<file path="src/rtl/int_exec_pkg.sv">
package int_exec_pkg;

  localparam int INSTR_W   = 32;
  localparam int OPC_W     = 6;
  localparam int FN_W      = 6;
  localparam int REG_IDX_W = 5;

  localparam logic [OPC_W-1:0] OPC_REG  = 6'd0;
  localparam logic [OPC_W-1:0] OPC_ADDI = 6'd8;
  localparam logic [OPC_W-1:0] OPC_ANDI = 6'd12;
  localparam logic [OPC_W-1:0] OPC_ORI  = 6'd13;

  localparam logic [FN_W-1:0] FN_ADD = 6'h21;
  localparam logic [FN_W-1:0] FN_SUB = 6'h23;
  localparam logic [FN_W-1:0] FN_AND = 6'h24;
  localparam logic [FN_W-1:0] FN_OR  = 6'h25;
  localparam logic [FN_W-1:0] FN_NOR = 6'h27;

  typedef enum logic [2:0] {
    ALU_ADD,
    ALU_SUB,
    ALU_AND,
    ALU_OR,
    ALU_NOR
  } alu_fn_e;

  typedef struct packed {
    alu_fn_e              fn;
    logic                 use_imm;
    logic                 sext;
    logic                 legal;
    logic [REG_IDX_W-1:0] dest;
  } dec_s;

endpackage

</file>
<file path="src/rtl/exec_decoder.sv">
module exec_decoder
  import int_exec_pkg::*;
(
  input  logic [OPC_W-1:0]     opc_i,
  input  logic [FN_W-1:0]      fn_i,
  input  logic [REG_IDX_W-1:0] rt_i,
  input  logic [REG_IDX_W-1:0] rd_i,
  output dec_s                 dec_o
);

  always_comb begin
    dec_o = '0;
    unique case (opc_i)
      OPC_REG: begin
        dec_o.dest  = rd_i;
        dec_o.legal = 1'b1;
        unique case (fn_i)
          FN_ADD:  dec_o.fn = ALU_ADD;
          FN_SUB:  dec_o.fn = ALU_SUB;
          FN_AND:  dec_o.fn = ALU_AND;
          FN_OR:   dec_o.fn = ALU_OR;
          FN_NOR:  dec_o.fn = ALU_NOR;
          default: dec_o.legal = 1'b0;
        endcase
      end
      OPC_ADDI: begin
        dec_o.fn      = ALU_ADD;
        dec_o.use_imm = 1'b1;
        dec_o.sext    = 1'b1;
        dec_o.dest    = rt_i;
        dec_o.legal   = 1'b1;
      end
      OPC_ANDI: begin
        dec_o.fn      = ALU_AND;
        dec_o.use_imm = 1'b1;
        dec_o.dest    = rt_i;
        dec_o.legal   = 1'b1;
      end
      OPC_ORI: begin
        dec_o.fn      = ALU_OR;
        dec_o.use_imm = 1'b1;
        dec_o.dest    = rt_i;
        dec_o.legal   = 1'b1;
      end
      default: dec_o.legal = 1'b0;
    endcase
    if (!dec_o.legal) begin
      dec_o.dest = '0;
    end
  end

endmodule

</file>
<file path="src/rtl/exec_operand_sel.sv">
module exec_operand_sel #(
  parameter int DATA_W = 32,
  parameter int IMM_W  = 16
) (
  input  logic [IMM_W-1:0]  imm_i,
  input  logic [DATA_W-1:0] reg_b_i,
  input  logic              use_imm_i,
  input  logic              sext_i,
  output logic [DATA_W-1:0] opnd_b_o
);

  localparam int FILL_W = DATA_W - IMM_W;

  logic [DATA_W-1:0] imm_ext;

  generate
    if (FILL_W > 0) begin : g_widen
      logic fill_bit;
      assign fill_bit = sext_i & imm_i[IMM_W-1];
      assign imm_ext  = {{FILL_W{fill_bit}}, imm_i};
    end else begin : g_same
      logic unused_sext;
      assign unused_sext = sext_i;
      assign imm_ext     = imm_i[DATA_W-1:0];
    end
  endgenerate

  assign opnd_b_o = use_imm_i ? imm_ext : reg_b_i;

endmodule

</file>
<file path="src/rtl/exec_alu.sv">
module exec_alu
  import int_exec_pkg::*;
#(
  parameter int DATA_W = 32
) (
  input  logic [DATA_W-1:0] a_i,
  input  logic [DATA_W-1:0] b_i,
  input  alu_fn_e           fn_i,
  output logic [DATA_W-1:0] y_o
);

  always_comb begin
    unique case (fn_i)
      ALU_ADD: y_o = a_i + b_i;
      ALU_SUB: y_o = a_i - b_i;
      ALU_AND: y_o = a_i & b_i;
      ALU_OR:  y_o = a_i | b_i;
      ALU_NOR: y_o = ~(a_i | b_i);
      default: y_o = '0;
    endcase
  end

endmodule

</file>
<file path="src/rtl/int_exec_unit.sv">
module int_exec_unit
  import int_exec_pkg::*;
#(
  parameter int DATA_W = 32,
  parameter int IMM_W  = 16
) (
  input  logic                 clk,
  input  logic                 rst,
  input  logic [INSTR_W-1:0]   instr_i,
  input  logic [DATA_W-1:0]    opa_i,
  input  logic [DATA_W-1:0]    opb_i,
  output logic [DATA_W-1:0]    result_o,
  output logic [REG_IDX_W-1:0] dest_o,
  output logic                 wr_en_o,
  output logic                 illegal_o
);

  localparam int OPC_LSB = INSTR_W - OPC_W;
  localparam int RS_LSB  = OPC_LSB - REG_IDX_W;
  localparam int RT_LSB  = RS_LSB - REG_IDX_W;
  localparam int RD_LSB  = RT_LSB - REG_IDX_W;

  dec_s              dec;
  logic [DATA_W-1:0] opnd_b;
  logic [DATA_W-1:0] alu_y;
  logic              unused_fields;

  // Source index and shift amount are not needed: operands arrive already read.
  assign unused_fields = ^{instr_i[RS_LSB +: REG_IDX_W], instr_i[RD_LSB-1:FN_W]};

  exec_decoder u_dec (
    .opc_i (instr_i[OPC_LSB +: OPC_W]),
    .fn_i  (instr_i[FN_W-1:0]),
    .rt_i  (instr_i[RT_LSB +: REG_IDX_W]),
    .rd_i  (instr_i[RD_LSB +: REG_IDX_W]),
    .dec_o (dec)
  );

  exec_operand_sel #(
    .DATA_W (DATA_W),
    .IMM_W  (IMM_W)
  ) u_opsel (
    .imm_i     (instr_i[IMM_W-1:0]),
    .reg_b_i   (opb_i),
    .use_imm_i (dec.use_imm),
    .sext_i    (dec.sext),
    .opnd_b_o  (opnd_b)
  );

  exec_alu #(
    .DATA_W (DATA_W)
  ) u_alu (
    .a_i  (opa_i),
    .b_i  (opnd_b),
    .fn_i (dec.fn),
    .y_o  (alu_y)
  );

  always_ff @(posedge clk) begin
    if (rst) begin
      result_o  <= '0;
      dest_o    <= '0;
      wr_en_o   <= 1'b0;
      illegal_o <= 1'b0;
    end else begin
      result_o  <= dec.legal ? alu_y : '0;
      dest_o    <= dec.dest;
      wr_en_o   <= dec.legal && (dec.dest != '0);
      illegal_o <= !dec.legal;
    end
  end

endmodule

</file>
<file path="config.mk">
export PLATFORM = sky130hd
export DESIGN_NAME = int_exec_unit
export DESIGN_NICKNAME = d
export VERILOG_FILES = /design/src/rtl/int_exec_pkg.sv /design/src/rtl/exec_decoder.sv /design/src/rtl/exec_operand_sel.sv /design/src/rtl/exec_alu.sv /design/src/rtl/int_exec_unit.sv
export SDC_FILE = /design/constraint.sdc
export NUM_CORES = 1
export LEC_CHECK = 0
export ABC_AREA = 0
export CAP_MARGIN = 20
export CORE_MARGIN = 8
export CORE_UTILIZATION = 54
export DETAILED_ROUTE_END_ITERATION = 7
export DONT_BUFFER_PORTS = 1
export GPL_ROUTABILITY_DRIVEN = 0
export PLACE_DENSITY_LB_ADDON = 0.08
export RECOVER_POWER = 25
export SETUP_SLACK_MARGIN = 0.05
export SYNTH_ARGS = -nofsm -noshare
export SYNTH_HDL_FRONTEND = slang
export SYNTH_HIERARCHICAL = 1
export SYNTH_SLANG_ARGS = --single-unit
</file>
<file path="constraint.sdc">
create_clock -name clk -period 11.05 [get_ports clk]
set_clock_uncertainty 0.15 [all_clocks]
set_input_delay 0.5525 -clock clk [delete_from_list [all_inputs] [get_ports clk]]
set_output_delay 0.5525 -clock clk [all_outputs]
set_load 0.05 [all_outputs]
</file>
* After elaboration in Yosys (flattened, before gate mapping)
Index checks and enable logic that the tools add are counted.
Cells by class: reductions and logical operators 8, $mul 0, divide/modulo/power cells 0, eq/ne operators 12, mux-type cells 10, shift operators 0, add/sub/neg operators 2, bitwise logic cells 5, order comparisons 0
Operators by type and width (count):
- 32-bit case mux with 5 select lines | 1
- 32-bit adder | 1
- 32-bit bitwise AND | 1
- 32-bit 2-to-1 mux | 1
- 32-bit NOT | 1
- 32-bit OR | 1
- 32-bit subtractor | 1
- 6-bit == test (second input constant) | 5
- 6-bit by 4-bit == test with 1-bit output (second input constant) | 3
- 3-bit case mux with 4 select lines | 1
- 5-bit case mux with 2 select lines | 1
- 3-bit case mux with 3 select lines | 1
- 3-bit by 2-bit == test with 1-bit output (second input constant) | 2
- 6-bit zero test | 1
- 5-bit 2-to-1 mux | 1
- 5-bit nonzero test | 1
- 5-bit OR reduction | 1
- 3-bit by 1-bit == test with 1-bit output (second input constant) | 1
- 3-bit == test (second input constant) | 1
- 3-bit zero test | 1
- 1-bit 2-to-1 mux | 3
- 3-bit OR reduction | 1
- 1-bit case mux with 2 select lines | 1
- 2-bit OR reduction | 1
- 4 further kinds | 4
Storage, ports and cells: bits in read-only memories 0, latch bits 0, RAM bits 0, flip-flop bits (word level) 39, word-level logic and storage cells 41, output and inout bits 39, memories 0

* Longest topological paths before layout
Gate-level depths: netlist (run 1).
word-level depth 7, mapped depth 23, depth with buffers taken out 20

* Hierarchy
Netlist (run 1), hierarchy kept.
Modules (own cells, without submodules):
- exec_alu | sequential area each 0.0 um^2, area each 3339.5 um^2, instances 1, cells each 506
- int_exec_unit | sequential area each 780.7 um^2, area each 1054.8 um^2, instances 1, cells each 83
- exec_operand_sel | sequential area each 0.0 um^2, area each 429.2 um^2, instances 1, cells each 54
- exec_decoder | sequential area each 0.0 um^2, area each 214.0 um^2, instances 1, cells each 25

* Worst setup path before layout (run 1)
Ideal clock, no wire load.
path kind in2reg, from input instr_i[27], to register result_o[29], slack 5.403 ns, cell stages on the path 22, setup time 0.115 ns, arrival 5.382 ns, path through or4b_1 -> a21oi_2 -> buf_6 -> buf_8 -> mux2_4 -> clkbuf_1 -> nor4_1 -> nand2_1 -> nor3b_1 -> nor2b_1 -> a21oi_1 -> xnor2_1 -> ha_1 -> clkbuf_1 -> nand3_1 -> or3_1 -> o211ai_2 -> a41oi_1 -> o31ai_1 -> xnor2_1 -> o21ai_0 -> and2_1
RTL lines:
- start: declaration | RTL line int_exec_unit.sv:9 | input logic [INSTR_W-1:0] instr_i,
- end signal: assignment | RTL line int_exec_unit.sv:66 | result_o <= dec.legal ? alu_y : '0;
- end: declaration | RTL line int_exec_unit.sv:12 | output logic [DATA_W-1:0] result_o,

==> impl_metrics.env, run 1 <==
export IMPL_start_util_pct=55.0
export IMPL_clkTransAtPathRegs_ns=0.10
export IMPL_first_global_vias=4772
export IMPL_worstPathCellList="or4b_1, a21oi_4, buf_4, mux2_4, nor4_1, nand2_1, nor3b_1, nor3b_2, nor2_1, xnor2_1, ha_1, a21oi_1, o21a_1, o211ai_1, a2111oi_0, nor2_1, a31oi_1, mux2i_1, nand2_1, and2_1"
export IMPL_status="completed"
export IMPL_cap_violations=0
export IMPL_vias=4956
export IMPL_leakage_nw=2.11
export IMPL_rsz0062_at_grt="false"
export IMPL_cts_tree="done"
export IMPL_ys_seq_area_share_pct=15.5
export IMPL_drtIter0Drc=441
export IMPL_synth_distinct_cells=72
export IMPL_synth_largest_area_cell="dfxtp_1"
export IMPL_synth_area_top_cells="dfxtp_1 15%, ha_1 8.4%, o21ai_0 7.8%"
export IMPL_nets=784
export IMPL_finalNonFillerCells=763
export IMPL_port_buffers=0
export IMPL_synth_compound_area_share_pct=28.3
export IMPL_wl_per_cell_um=20.4
export IMPL_core_area_mm2=0.00915
export IMPL_synthMuxAreaShare_pct=5.02
export IMPL_grt_max_degree=40
export IMPL_synth_area_per_cell_um2=7.54
export IMPL_cts_resized=0
export IMPL_hold_buffers=0
export IMPL_cp_arrival_ns=6.35
export IMPL_cts_path_max_buffers=2
export IMPL_synthSimpleGateAreaFrac_pct=22.4
export IMPL_placed_cells=755
export IMPL_max_freq_ghz=0.159
export IMPL_wl_mm=15.6
export IMPL_drv_slew=0
export IMPL_setup_viol=0
export IMPL_synthAdderAreaFrac_pct=12.8
export IMPL_grt_pass1_wl_mm=24.7
export IMPL_synthArstFlopShare_pct=0
export IMPL_num_rows=35
export IMPL_vias_per_cell=6.50
export IMPL_startpoint_type="input port"
export IMPL_synth_xor_area_share_pct=10.8
export IMPL_cp_num_buf_inv=1
export IMPL_ir_worst_vdd_v=0.0000486
export IMPL_cp_slowest_cell="nor4_1"
export IMPL_diodes=0
export IMPL_cts_sinks=39
export IMPL_clockRootBuffer="clkbuf_8"
export IMPL_area_growth_pct=3.85
export IMPL_synth_ff_type="dfxtp_1"
export IMPL_power_w=0.000498
export IMPL_power_density_mw_per_mm2=95.3
export IMPL_numCtsBuffers=5
export IMPL_grt_overflow=0
export IMPL_period_minus_slack_ns=6.29
export IMPL_whs_ns=0.167
export IMPL_dieArea_mm2=0.0127
export IMPL_critPathKind="input port to flip-flop"
export IMPL_finalCritPeriodShare_pct=56.9
export IMPL_drc=0
export IMPL_synth_top_family_by_area="compound AO/OA/AOI/OAI gates"
export IMPL_relSlewSlack_pct=30.4
export IMPL_dr_pass1_iters=5
export IMPL_end_kind="flip-flop"
export IMPL_fp_dieW_um=113
export IMPL_final_fill_count=897
export IMPL_final_cell_mix="79 x o21ai_0, 56 x nand2_1, 50 x a21oi_1"
export IMPL_yosys_warnings=6
export IMPL_tightest_slew_ns=1.04
export IMPL_mappedNetlistArea_mm2=0.00504
export IMPL_holdCritPathClass="input port to flip-flop"
export IMPL_cts_max_level=2
export IMPL_synth_fp_nets=801
export IMPL_drive_above_1_share_pct=8.28
export IMPL_slowest_delay_ns=0.69
export IMPL_ys_ff_latch=39
export IMPL_hold_violations=0
export IMPL_yosys_area_top_type_share_pct=15.5
export IMPL_antenna_found_initial=0
export IMPL_multi_input_area_mm2=0.00403
export IMPL_netlist_instances=668
export IMPL_cp_top_family="simple AND/OR/NAND/NOR gates"
export IMPL_ios=137
export IMPL_regArea_um2=781
export IMPL_post_cts_buffers=0
export IMPL_required_ns=11.11
export IMPL_ant_nets=0
export IMPL_hpwlAfterDp_mm=11.9
export IMPL_crit_path_max_fanout=39
export IMPL_final_common_cell="o21ai_0"
export IMPL_die_h_um=113
export IMPL_fin_setup_tns_ns=0
export IMPL_grtUsageTotal_pct=23.7
export IMPL_synth_edf_count=0
-- synth_stat cells (13+ instances only) --
| cell | number |
|---|---|
| o32a_1 | 16 |
| inv_1 | 30 |
| a21o_1 | 13 |
| and2_1 | 36 |
| nor2_1 | 42 |
| o21ai_0 | 79 |
| mux2_4 | 14 |
| maj3_1 | 20 |
| dfxtp_1 | 39 |
| xnor2_1 | 35 |
| xor2_1 | 25 |
| a21oi_1 | 50 |
| nand2_1 | 56 |
| clkbuf_1 | 22 |
| ha_1 | 34 |
-- per-layer routing --
metal | up-vias | part of all wire [%] | track usage, %
li1 | 2392 | - | -
met1 | 2318 | 43 | 30.0
met2 | 229 | 44 | 37.9
met3 | 17 | 11 | 7.51
met4 | 0 | 1.5 | 6.21
met5 | - | 0 | 0
-- flip-flops by register name, indices dropped and copies added, names as in the netlist --
| register | cells |
|---|---|
| result_o | 32 |
| dest_o | 5 |
| illegal_o | 1 |
| wr_en_o | 1 |
-- report_power, final --
group	switching, W	leakage, nW	internal [W]
Combinational	0.000122	1.74	0.0000966
Sequential	0.00000809	0.315	0.000142
Clock	0.0000613	0.0581	0.0000675
Total	0.000192	2.11	0.000307
-- cell families (layout without fill, tap and decap cells) --
| group | count (synthesis) | in the layout |
|---|---|---|
| compound gates | 221 | 221 |
| xor+xnor | 61 | 61 |
| fa+ha+maj | 55 | 55 |
| buf+inv | 61 | 45 |
| flops | 39 | 39 |
| mux | 18 | 18 |
| simple gates | 213 | 213 |
-- worst paths after layout --
path	slack, ns	to	from	cells after the start
worst min-delay path	0.17	illegal_o	rst	1
worst max-delay path	4.76	result_o[28]	instr_i[27]	20
-- area by class of cell --
type,count,share of cell area [%]
Sequential cell,39,14.9
Tap cell,111,2.65
Inverter,30,2.15
Timing Repair Buffer,7,1.15
Clock buffer,5,1.32
Clock inverter,3,0.837
Multi-Input combinational cell,568,77.0
-- through the flow --
step                utilization, %  worst slack [ns]  cell area, um^2
finish                        57.2              4.76             5230
global route                  57.2              4.44             5230
global placement              55.8              4.64             5100
floorplan                        -              5.40             5040
CTS                           57.2              4.92             5230
detailed placement            55.9              4.62             5120
Note: power is estimated with default switching activity, not from simulation.
==> inputs of run 2 (changes only) <==
- ABC_AREA: 0 -> 1
- clock period: 11.05 -> 6.46 ns (I/O delays scaled with it)
==> run 2 against run 1 <==
First-iteration DRC count rose by 28%. Synthesized cell count rose by 73%. Highest routed layer unchanged. Sequential power rose by 70%.
==> impl_metrics.env, run 2 <==
export IMPL_port_buffers=0
export IMPL_tightest_slew_ns=0.831
export IMPL_drive_above_1_share_pct=4.53
export IMPL_synth_compound_area_share_pct=9.73
export IMPL_first_global_vias=5993
export IMPL_top_layer="met4"
export IMPL_cap_violations=0
export IMPL_synthAdderAreaFrac_pct=7.31
export IMPL_yosysMostFrequentCell="nand2_1"
export IMPL_grt_pass1_wl_mm=30.4
export IMPL_synth_distinct_cells=44
export IMPL_cts_sinks=39
export IMPL_drv_slew=0
export IMPL_top_regs="result_o (32), dest_o (5)"
export IMPL_wl_per_cell_um=15.1
export IMPL_ys_ff_latch=39
export IMPL_critPathCapture="result_o[18]"
export IMPL_diodes=0
export IMPL_vias=6849
export IMPL_relSlewSlack_pct=44.5
export IMPL_ios=137
export IMPL_synth_xor_area_share_pct=4.45
export IMPL_dr_wl_met2_mm=8.15
export IMPL_final_fill_count=1212
export IMPL_finalNonFillerCells=1287
export IMPL_synth_common_cells="401 x nand2_1, 195 x inv_1, 168 x nor2_1, 89 x nand3_1, 39 x dfxtp_1"
export IMPL_grt_max_degree=33
export IMPL_setup_viol=0
export IMPL_rsz0062_at_grt="false"
export IMPL_drtIter0Drc=566
export IMPL_period_minus_slack_ns=4.74
export IMPL_synthSimpleGateAreaFrac_pct=51.1
export IMPL_grtUsageTotal_pct=25.8
export IMPL_synth_edf_count=0
export IMPL_start_util_pct=55.7
export IMPL_clockRootBuffer="clkbuf_16"
export IMPL_yosys_area_top_type_share_pct=24.7
export IMPL_crit_path_max_fanout=32
export IMPL_ir_worst_vdd_v=0.000171
export IMPL_synthArstFlopShare_pct=0
export IMPL_end_kind="flip-flop"
export IMPL_core_area_mm2=0.0109
export IMPL_fp_dieW_um=122
export IMPL_hold_violations=0
export IMPL_dieArea_mm2=0.0149
export IMPL_area_growth_pct=3.49
export IMPL_dr_pass1_iters=6
export IMPL_die_h_um=122
export IMPL_numCtsBuffers=5
export IMPL_yosys_warnings=6
export IMPL_hpwlAfterDp_mm=16.2
export IMPL_ant_nets=0
export IMPL_startpoint="instr_i[31]"
export IMPL_synth_area_per_cell_um2=5.27
export IMPL_grt_overflow=0
export IMPL_power_w=0.000942
export IMPL_cts_max_level=2
export IMPL_fin_setup_tns_ns=0
export IMPL_required_ns=6.46
export IMPL_synth_ff_type="dfxtp_1"
export IMPL_max_freq_ghz=0.211
export IMPL_startpoint_type="input port"
export IMPL_holdCritPathClass="input port to flip-flop"
export IMPL_vias_per_cell=5.32
export IMPL_route_met3_wl_mm=2.01
export IMPL_wl_mm=19.4
export IMPL_antenna_found_initial=0
export IMPL_power_density_mw_per_mm2=149
export IMPL_nets=1280
export IMPL_synthMuxAreaShare_pct=0
export IMPL_critPathKind="input port to flip-flop"
export IMPL_cts_path_max_buffers=2
export IMPL_cts_tree="done"
export IMPL_final_cell_mix="402 x nand2_1, 195 x inv_1, 168 x nor2_1"
export IMPL_netlist_instances=1157
export IMPL_final_common_cell="nand2_1"
export IMPL_synth_top_family_by_area="simple AND/OR/NAND/NOR gates"
export IMPL_met1_length_mm=8.93
export IMPL_drc=0
export IMPL_largest_reg_flops=32
export IMPL_finalCritPeriodShare_pct=73.4
export IMPL_placed_cells=1278
export IMPL_status="completed"
export IMPL_mappedNetlistArea_mm2=0.00609
export IMPL_regMostFlops="result_o"
export IMPL_synth_area_top_cells="nand2_1 25%, dfxtp_1 13%, inv_1 12%"
export IMPL_clkTransAtPathRegs_ns=0.06
export IMPL_num_rows=38
export IMPL_cp_arrival_ns=4.74
export IMPL_whs_path_depth=3
export IMPL_ys_seq_area_share_pct=12.8
export IMPL_synth_largest_area_cell="nand2_1"
export IMPL_synth_fp_nets=1290
export IMPL_leakage_nw=3.74
export IMPL_post_cts_buffers=0
-- run 2: cell types whose count changed after synthesis, moves of 14 or more --
cell | previous run | this run
nand2_1 | 56 | 401
inv_1 | 30 | 195
nor2_1 | 42 | 168
nand3_1 | 6 | 89
o21ai_0 | 79 | 26
and2_1 | 36 | 2
xnor2_1 | 35 | 5
a21oi_1 | 50 | 30
clkbuf_1 | 22 | 2
maj3_1 | 20 | 0
o32a_1 | 16 | 0
mux2_4 | 14 | 0
-- run 2: timing repair --
action                                 4_1_cts  5_1_grt
gates resized for setup                      0        0
hold buffers                                 1        0
endpoints found under the hold margin        6        0
-- run 2: worst max-delay path: stages --
cell and delay (ns):
nor2_4 0.12, nand3_1 0.11, nand2_1 0.62, inv_2 0.42
nand2_1 0.14, nand2_1 0.11, inv_1 0.11, ha_1 0.23
nand3_2 0.16, nor3_4 0.23, nand3_2 0.14, nand2_1 0.12
o21ai_1 0.11, xor2_1 0.16, ha_1 0.39, nand2_1 0.12
nor2_1 0.26, inv_1 0.10, nor2_1 0.14, nand4_1 0.17
nand3_1 0.14, nand2_1 0.06, nand3_1 0.07, nand3_1 0.07
inv_1 0.05, nor2_1 0.03
-- run 2: cells by family after synthesis --
kind of cell,count (synthesis)
xor+xnor,31
buf+inv,222
simple gates,733
flops,39
compound gates,97
fa+ha+maj,35
-- run 2: routing by layer --
| metal | track usage (%) | vias to the layer above |
|---|---|---|
| met5 | 0 | - |
| met4 | 7.54 | 0 |
| met3 | 5.47 | 22 |
| met2 | 39.5 | 282 |
| met1 | 35.7 | 2975 |
| li1 | - | 3570 |
-- run 2: final cells by class --
type / instances / area (um^2) / area share [%]
repair buffers: 2 / 25.0 / 0.397
inverters: 203 / 762 / 12.1
clock buffers: 6 / 139 / 2.20
flip-flops and latches: 39 / 781 / 12.4
multi-input cells: 896 / 4420 / 70.1
clock inverters: 1 / 5.00 / 0.0793
well taps: 140 / 175 / 2.78
-- run 2: where the power goes --
part	switching, W	leakage [nW]	internal (W)
Combinational	0.000292	3.35	0.000149
Sequential	0.0000132	0.315	0.000244
Clock	0.0000935	0.0727	0.000150
-- run 2: stage by stage --
stage / setup slack, ns / instance area, um^2 / hold WS (ns) / util, %
floorplan: 2.84 / 6090 / 0.240 / -
global placement: 1.89 / 6140 / 0.242 / 56.2
detailed placement: 1.86 / 6140 / 0.242 / 56.2
CTS: 2.13 / 6290 / 0.0350 / 57.6
global route: 1.33 / 6310 / 0.0465 / 57.7
finish: 1.72 / 6310 / 0.0363 / 57.7
-- run 2: worst min path at each step --
stage / to / slack [ns] / from
6_report: wr_en_o / 0.04 / rst
5_1_grt: wr_en_o / 0.05 / rst
4_1_cts: wr_en_o / 0.03 / rst
3_5_place_dp: illegal_o / 0.24 / rst
3_3_place_gp: illegal_o / 0.24 / rst
2_1_floorplan: illegal_o / 0.24 / rst
==> inputs of run 3 (changes only) <==
- ABC_AREA: 1 -> 0
- clock period: 6.46 -> 4.7 ns (I/O delays scaled with it)
==> run 3 against run 2 <==
The run now ends with setup timing left. Clock power up 25%. Die area decreased by 15%. Critical endpoint is now result_o[24]. Sequential share of layout area down 0.88 points.
==> impl_metrics.env, run 3 (synthesis gave the netlist of run 1 again) <==
export IMPL_critPathKind="input port to flip-flop"
export IMPL_hpwlAfterDp_mm=14.4
export IMPL_whs_ns=0.0525
export IMPL_violations="setup timing"
export IMPL_place_ws_ns=-0.434
export IMPL_ios=137
export IMPL_whs_path_depth=2
export IMPL_p_seq_share_pct=24.8
export IMPL_p_clk_share_pct=21.3
export IMPL_vias_per_cell=6.43
export IMPL_min_from="instr_i[11]"
export IMPL_clockRootBuffer="clkbuf_8"
export IMPL_cp_arrival_ns=4.92
export IMPL_ant_nets=0
export IMPL_startpoint_type="input port"
export IMPL_status="finished with violations"
export IMPL_wl_mm=19.3
export IMPL_first_global_vias=5739
export IMPL_largest_reg_flops=32
export IMPL_relSlewSlack_pct=31.9
export IMPL_numCtsBuffers=5
export IMPL_finalCritPeriodShare_pct=104
export IMPL_max_freq_ghz=0.205
export IMPL_clkTransAtPathRegs_ns=0.09
export IMPL_pwr_share_comb_pct=53.9
export IMPL_p_int_w=0.000877
export IMPL_drv_slew=0
export IMPL_period_minus_slack_ns=4.87
export IMPL_regArea_um2=781
export IMPL_rsz0062_at_grt="true"
export IMPL_nets=933
export IMPL_num_rows=35
export IMPL_power_density_mw_per_mm2=211
export IMPL_final_cell_mix="142 x buf_4, 66 x o21ai_0, 50 x nand2_1"
export IMPL_multi_input_area_mm2=0.00438
export IMPL_wl_per_cell_um=21.2
export IMPL_antenna_found_initial=0
export IMPL_drtIter0Drc=644
export IMPL_cts_path_max_buffers=2
export IMPL_grt_max_degree=22
export IMPL_tightest_slew_ns=1.02
export IMPL_holdCritPathClass="input port to flip-flop"
export IMPL_drc=0
export IMPL_diodes=0
export IMPL_area_growth_pct=34.8
export IMPL_leakage_nw=2.96
export IMPL_ir_worst_vdd_v=0.000159
export IMPL_grtUsageTotal_pct=28.1
export IMPL_top_regs="result_o (32), dest_o (5)"
export IMPL_p_sw_w=0.000554
export IMPL_setup_viol=10
export IMPL_core_area_mm2=0.00915
export IMPL_port_buffers=0
export IMPL_final_common_cell="buf_4"
export IMPL_hold_violations=0
export IMPL_cts_tree="done"
export IMPL_start_util_pct=55.0
export IMPL_vias=5860
export IMPL_end_kind="flip-flop"
export IMPL_die_h_um=113
export IMPL_grt_overflow=0
export IMPL_final_fill_count=669
export IMPL_fp_dieW_um=113
export IMPL_crit_path_max_fanout=5
export IMPL_dr_pass1_iters=6
export IMPL_cts_sinks=39
export IMPL_cap_violations=0
export IMPL_p_sw_share_pct=38.7
export IMPL_drive_above_1_share_pct=31.6
export IMPL_hold_end="dest_o[0]"
export IMPL_regMostFlops="result_o"
export IMPL_required_ns=4.75
export IMPL_fin_ws_ns=-0.173
export IMPL_grt_pass1_wl_mm=29.0
export IMPL_dieArea_mm2=0.0127
export IMPL_cts_max_level=2
[run 3: worst max-delay path, stage by stage]
cell and delay (ns):
or4b_4 0.54, a21oi_4 0.19, buf_12 0.16, mux2_4 0.30, or4_4 0.56, or4_4 0.47, nor3b_4 0.30, nor2_1 0.11
xnor2_1 0.21, ha_2 0.33, buf_6 0.12, nand2_2 0.07, o21a_1 0.12, o211ai_1 0.13, a2111oi_2 0.24, nor2_1 0.16
a31oi_1 0.20, xor2_1 0.21, o21ai_1 0.10, and2_1 0.15
[run 3: area by class of cell]
type / count / area share [%]
Multi-Input combinational cell: 568 / 64.5
Timing Repair Buffer: 156 / 18.6
Sequential cell: 39 / 11.5
Tap cell: 111 / 2.05
Inverter: 30 / 1.66
Clock buffer: 5 / 1.01
Clock inverter: 3 / 0.645
[run 3: how the worst max path moves through the flow]
stage	start	to	depth (start not counted)
final	instr_i[27]	result_o[24]	20
after global routing	instr_i[27]	result_o[31]	20
after CTS	instr_i[27]	result_o[31]	20
after detailed placement	instr_i[27]	result_o[28]	19
after global placement	instr_i[27]	result_o[31]	22
after floorplan	instr_i[27]	result_o[28]	20
[run 3: power by group through the flow]
stage / logic (W) / clock network [W] / registers [W]
5_1_grt: 0.000831 / 0.000326 / 0.000355
2_1_floorplan: 0.000426 / 0 / 0.000361
4_1_cts: 0.000681 / 0.000307 / 0.000355
3_5_place_dp: 0.000648 / 0 / 0.000362
3_3_place_gp: 0.000634 / 0 / 0.000362
6_report: 0.000772 / 0.000305 / 0.000354
[run 3: per-layer routing]
layer / wire length, um / track usage (%) / share of wire (%)
met1: 7590 / 34.2 / 39
met2: 8830 / 47.0 / 46
met3: 2270 / 7.41 / 12
met4: 648 / 8.90 / 3.4
met5: 0 / 0 / 0
[run 3: per-stage QoR]
stage                     area (um^2)  total power (W)  std cells  setup TNS, ns  util (%)
after detailed placement         6210          0.00101        885          -4.23      67.8
after global placement           6190         0.000996        884          -2.81      67.7
after global routing             6790          0.00151        912          -2.62      74.2
after floorplan                  5140         0.000787        668          -1.86         -
final                            6790          0.00143        912          -1.09      74.2
after CTS                        6480          0.00134        900        -0.0616      70.8
[run 3: what timing repair did]
| item | 4_1_cts | 5_1_grt |
|---|---|---|
| setup endpoints to repair | 10 | 18 |
| cloned | 1 | 0 |
| buffers inserted | 5 | 12 |
| hold endpoints to repair | 6 | 0 |
| hold buffers | 1 | 0 |
| gates resized for setup | 19 | 52 |
| pin swaps | 13 | 19 |
